[config.mk]
export PLATFORM = sky130hd
export DESIGN_NAME = cbc_chain
export DESIGN_NICKNAME = d
export VERILOG_FILES = /design/src/rtl/cbc_pkg.sv /design/src/rtl/cbc_rst_sync.sv /design/src/rtl/cbc_next.sv /design/src/rtl/cbc_stage.sv /design/src/rtl/cbc_chain.sv
export SDC_FILE = /design/constraint.sdc
export NUM_CORES = 1
export LEC_CHECK = 0
export BUFFER_PORTS_ARGS = -buffer_cell sky130_fd_sc_hd__buf_2
export CORE_AREA = 5 5 42 44
export CTS_CLUSTER_DIAMETER = 60
export DETAILED_ROUTE_END_ITERATION = 6
export DIE_AREA = 0 0 47 49
export GPL_ROUTABILITY_DRIVEN = 0
export GPL_TIMING_DRIVEN = 0
export PLACE_DENSITY = 0.67
export SYNTH_ARGS = -nofsm -noshare
export SYNTH_HDL_FRONTEND = slang
export SYNTH_SLANG_ARGS = --single-unit
[constraint.sdc]
create_clock -name clk -period 1.8 [get_ports clk]
set_input_delay 0.18 -clock clk [delete_from_list [all_inputs] [get_ports clk]]
set_output_delay 0.18 -clock clk [all_outputs]
set_load 0.05 [all_outputs]
[src/rtl/cbc_pkg.sv]
package cbc_pkg;
  localparam int NIB_W = 4;
  localparam int SYNC_DEPTH = 2;
  typedef logic [NIB_W-1:0] nib_t;
endpackage

[src/rtl/cbc_rst_sync.sv]
module cbc_rst_sync #(
  parameter int DEPTH = cbc_pkg::SYNC_DEPTH
) (
  input  logic clk,
  input  logic arst_n,
  output logic rst_n
);
  logic [DEPTH-1:0] chain_q;

  always_ff @(posedge clk or negedge arst_n) begin
    if (!arst_n) chain_q <= '0;
    else         chain_q <= {chain_q[DEPTH-2:0], 1'b1};
  end

  assign rst_n = chain_q[DEPTH-1];

  // once released, the chain only drops through the async clear
  assert_release_mono_R2: assert property (@(posedge clk) disable iff (!arst_n)
    $past(rst_n) |-> rst_n);
endmodule

[src/rtl/cbc_next.sv]
module cbc_next
  import cbc_pkg::*;
(
  input  nib_t cur,
  input  nib_t data,
  input  logic load_n,
  input  logic en_p,
  input  logic en_t,
  output nib_t nxt
);
  always_comb begin
    if (!load_n)           nxt = data;
    else if (en_p && en_t) nxt = cur + nib_t'(1);
    else                   nxt = cur;
  end
endmodule

[src/rtl/cbc_stage.sv]
module cbc_stage
  import cbc_pkg::*;
(
  input  logic clk,
  input  logic rst_n,
  input  logic load_n,
  input  logic en_p,
  input  logic en_t,
  input  nib_t data,
  output nib_t count,
  output logic tc
);
  nib_t count_q;
  nib_t count_d;

  cbc_next i_next (
    .cur    (count_q),
    .data   (data),
    .load_n (load_n),
    .en_p   (en_p),
    .en_t   (en_t),
    .nxt    (count_d)
  );

  always_ff @(posedge clk or negedge rst_n) begin
    if (!rst_n) count_q <= '0;
    else        count_q <= count_d;
  end

  assign count = count_q;
  assign tc    = en_t & (&count_q);

  assert_load_R3: assert property (@(posedge clk) disable iff (!rst_n)
    !load_n |=> (count_q == $past(data)));
  assert_incr_R4: assert property (@(posedge clk) disable iff (!rst_n)
    (load_n && en_p && en_t) |=> (count_q == nib_t'($past(count_q) + nib_t'(1))));
  assert_hold_R5: assert property (@(posedge clk) disable iff (!rst_n)
    (load_n && !(en_p && en_t)) |=> $stable(count_q));
endmodule

[src/rtl/cbc_chain.sv]
module cbc_chain
  import cbc_pkg::*;
#(
  parameter int STAGES = 2,
  localparam int W = STAGES * NIB_W
) (
  input  logic         clk,
  input  logic         clear_n,
  input  logic         load_n,
  input  logic         enable_p,
  input  logic         enable_t,
  input  logic [W-1:0] data,
  output logic [W-1:0] count,
  output logic         tc
);
  logic rst_n;
  logic [STAGES:0] carry;

  cbc_rst_sync #(.DEPTH(SYNC_DEPTH)) i_sync (
    .clk    (clk),
    .arst_n (clear_n),
    .rst_n  (rst_n)
  );

  assign carry[0] = enable_t;

  for (genvar s = 0; s < STAGES; s++) begin : g_stage
    cbc_stage i_stage (
      .clk    (clk),
      .rst_n  (rst_n),
      .load_n (load_n),
      .en_p   (enable_p),
      .en_t   (carry[s]),
      .data   (data[s*NIB_W +: NIB_W]),
      .count  (count[s*NIB_W +: NIB_W]),
      .tc     (carry[s+1])
    );
  end

  assign tc = carry[STAGES];

  assert_clear_zero_R1: assert property (@(posedge clk)
    !clear_n |-> (count == '0 && !tc));
  assert_tc_full_R6: assert property (@(posedge clk) disable iff (!rst_n)
    tc |-> (enable_t && count == '1));
  assert_wide_incr_R7: assert property (@(posedge clk) disable iff (!rst_n)
    (load_n && enable_p && enable_t) |=> (count == W'($past(count) + W'(1))));
endmodule

Word-level counts from Yosys, hierarchy flattened --
Cells that the tools add are included.
Storage, ports and cells: output and inout bits 9, logic and storage cells 17, flip-flop bits (word level) 10
Cells by class: reductions and logical operators 4, add/subtract/negate cells 2, eq/ne operators 2, mux-type cells 4, bitwise gates (word level) 2
Operator list (count):
- 4-bit two-way mux | 4
- 4-bit by 1-bit adder with 4-bit output (second input constant) | 2
- 4-bit AND reduction | 2
- 2-bit by 1-bit != test with 1-bit output (second input constant) | 2
- 1-bit bitwise AND | 2
- 1-bit logical AND | 2

Logic depth before layout (Yosys ltp) --
depth after elaboration 5, mapped depth 4, depth with buffers taken out 4

By module --
Synthesis repeated with hierarchy kept, for this count alone.
Second synthesis, totals: cell total of the unflattened synthesis 53, area total of the unflattened synthesis 494.2 um2
Modules (own cells, without submodules):
- cbc_stage | instances 2, cells an instance 7, area each 112.6 um2
- cbc_next | instances 2, cells an instance 18, area each 107.6 um2
- cbc_rst_sync | instances 1, cells an instance 3, area each 53.8 um2

Worst setup path before layout --
OpenSTA, ideal clock, no wires.
kind register -> output, from register g_stage[0].i_stage.count_q[0], to output port tc, stages on the path, launching flop included 4, setup slack -0.074 ns, path buffers 0, required time 1.620 ns, arrival 1.694 ns, cell sequence dfrtp_1 -> ha_1 -> nand4_1 -> nor2_1
Between the ends: cells in the longest elaborated chain, start to end 3
Ends and longest elaborated chain:
- start, declared | line cbc_stage.sv:13 | nib_t count_q;
- start signal, assigned | line cbc_stage.sv:27 | else count_q <= count_d;
- 4-bit AND reduction | line cbc_stage.sv:31 | assign tc = en_t & (&count_q);
- 1-bit bitwise AND (2 in a row) | line cbc_stage.sv:31
- end, declared | line cbc_chain.sv:14 | output logic tc
No other way between the ends.

Final worst setup path --
Same ends and word-level chain as after synthesis.

==> run summary <==
Reg2reg start: g_stage[0].i_stage.count[0]
Post-route ant nets: 0
Top FF cell, synth: dfrtp_1
# DRC: 0
Setup CP Type: reg2out
Fmax: 0.656 GHz
CTS tree: yes
CTS sink cnt: 10
Top cells by area, synth: dfrtp_1, nor2_1, a31oi_1, ha_1, a21oi_1
ANT cells: 0
Initial core utilization: 0.363
Setup TNS: 0 ps
Element type at the critical path end: output pin
Num rows: 14
Synth cell count leaders: dfrtp_1, nor2_1
Share of Yosys cell area claimed by the top area cell type: 0.491
Flop-to-flop setup slack: 290 ps
H-tree depth: 1
Top Usage Layer GRT: met2
GR Layer Usage met3: 0.0295
DR vias/cell: 5.13
Max Root-Sink Buffers: 2
Worst Path Arrival: 1340 ps
CP cell instances: ha_1 -> nand4_1 -> nor2_2 -> buf_2
Synth cell types: 20
CP max-delay cell: dfrtp_1
Pre-Repair DR Iteration Count: 4
Post-route cell area: 664 µm²
Fin nets: 94
Place WS: 291 ps
Clock buffer count from CTS: 3
Clock skew: 1.84 ps
Vias in the first global route: 447
Later-pin clock latency in the skew report: 260 ps
Register area share after synthesis: 0.491
Count leader, synth: dfrtp_1
Fin worst setup slack: 277 ps
Port-buffer cells: 20
Wire per inst: 11.8 µm
Clock-pin slew on the worst setup and hold paths: 60 ps
YS warnings: 0
Core ar.: 1400 µm²
Die H: 49 µm
Final min period: 1520 ps
First-pass GRT wire length: 1.86 mm
Post-synth EDFFs: 0
R2R depth: 4
Slowest stage delay, CP: 400 ps
Cells after synthesis: 53
RSZ-0062 raised after global routing: false
Grt met1 use: 0.131
Peak supply drop: 422 µV
Pwr per Cell Area: 892 nW/µm²
Final hold violations: 0
Mean Syn Cell Area: 9.61 µm²
Largest net degree at the start of global routing: 11
Hold crit path type: reg2async
Slew Viols, Final: 0
Leak: 0.301 nW
Die area: 2300 µm²
Post-Syn Area: 509 µm²
Grt ovf: 0
Die Wd: 47 µm
Placed inst area: 632 µm²
Largest area contributor in the netlist: dfrtp_1
Reg2reg end: g_stage[1].i_stage.count[0]
Share of cells above drive strength 1: 0.364
Flops & latches, synth: 10
Post-CTS resize count: 0
Setup-failing EPs final: 0
Required time worst endpoint: 1620 ps
First DRT Iteration DRCs: 6
Root Buffer: clkbuf_4
Area grow syn2layout: 30.5%
I/O pin cnt: 22
CP Max Fanout: 4
GRT met2 Usage: 0.170
Syn_nets: 68
Gr usage total: 0.107
Status: complete, no violations
Drt total wl: 1.10 mm
Startpoint types: flop
Tcrit/Tclk final: 0.846
Antenna violations before repair: 0
Synth async-reset ratio: 1.00
Vias: 477
Max-cap violations: 0
Detail Placement HPWL: 872 µm
==> worst max path at each step <==
stage	end	from	cells past startpoint
detailed placement	g_stage[1].i_stage.count[0]	g_stage[0].i_stage.count[0]	4
CTS	tc	g_stage[0].i_stage.count[0]	4
floorplan	g_stage[1].i_stage.count[0]	g_stage[0].i_stage.count[0]	4
global placement	g_stage[1].i_stage.count[0]	g_stage[0].i_stage.count[0]	4
global route	g_stage[1].i_stage.count[0]	g_stage[0].i_stage.count[0]	4
finish	tc	g_stage[0].i_stage.count[0]	4
==> metal layers <==
layer | part of all wire | routed length [µm]
met1 | 0.44 | 486
met2 | 0.46 | 501
met3 | 0.088 | 97
met4 | 0.010 | 11
met5 | 0 | 0
==> power by group <==
group	internal, W	total (W)	leakage (nW)	switching, W
sequential	0.000246	0.000274	0.113	0.0000273
clock	0.0000769	0.000146	0.0138	0.0000695
combinational	0.0000539	0.000173	0.174	0.000119
==> cells by family (layout without fill, tap and decap cells) <==
family / Yosys count / in the layout / synth area share
and+or+nand+nor: 21 / 21 / 0.204
AOI/OAI and AO/OA: 14 / 14 / 0.157
DFF: 10 / 10 / 0.491
adders and majority gates: 2 / 2 / 0.0491
xor gates and xnor gates: 2 / 2 / 0.0344
buffers and inverters: 2 / 26 / 0.0369
other: 1 / 1 / 0.00736
muxes: 1 / 1 / 0.0197
==> flip-flops by register name, summed over array words and instances (netlist names) <==
register	cells
g_stage.i_stage.count	8
i_sync.chain_q	2
==> metrics by stage <==
| stage | util | cells | hold WS, ps | power [W] |
|---|---|---|---|---|
| 3_3_place_gp | 0.451 | 89 | -34.6 | 0.000449 |
| 3_5_place_dp | 0.451 | 89 | -34.6 | 0.000451 |
| 5_1_grt | 0.474 | 93 | 168 | 0.000632 |
| 2_1_floorplan | - | 53 | -116 | 0.000401 |
| 4_1_cts | 0.474 | 93 | 150 | 0.000601 |
| 6_report | 0.474 | 93 | 134 | 0.000593 |
==> area by class of cell <==
class                           instances  area [µm²]
Fill cell                             150         737
Sequential cell                        10         250
Clock buffer                            3        22.5
Multi-Input combinational cell         41         243
Buffer                                  2        18.8
Timing Repair Buffer                   21         110
Tap cell                               16        20.0
==> layout by cell type (no fill, tap or decap) <==
| cell | synthesis | layout |
|---|---|---|
| dlygate4sd3_1 | 0 | 1 |
| nor2_2 | 0 | 1 |
| or3_1 | 2 | 2 |
| dfrtp_1 | 10 | 10 |
| mux2i_1 | 1 | 1 |
| nand2_1 | 1 | 1 |
| buf_6 | 1 | 1 |
| o21ai_0 | 4 | 4 |
| buf_2 | 0 | 20 |
| or3_2 | 1 | 1 |
| a31oi_1 | 4 | 4 |
| conb_1 | 1 | 1 |
| o21a_1 | 1 | 1 |
| clkbuf_4 | 1 | 4 |
| a21oi_1 | 4 | 4 |
| xor2_1 | 2 | 2 |
| o31ai_1 | 1 | 1 |
| nand2_2 | 1 | 1 |
| nand3_1 | 4 | 4 |
| or4_1 | 1 | 1 |
| nor2_1 | 9 | 8 |
| ha_1 | 2 | 2 |
| nand4_1 | 2 | 2 |
==> critical path: cells and delay by family (launching register included) <==
family	cells	cell delay (ps)
fa+ha+maj	1	220
buf+inv	1	260
simple gates	2	200
flops	1	400
==> what timing repair did <==
action	4_1_cts	5_1_grt
endpoints found under the hold margin	2	0
hold buffers	1	0
buffers inserted	0	0
(Power assumes the default switching activity.)
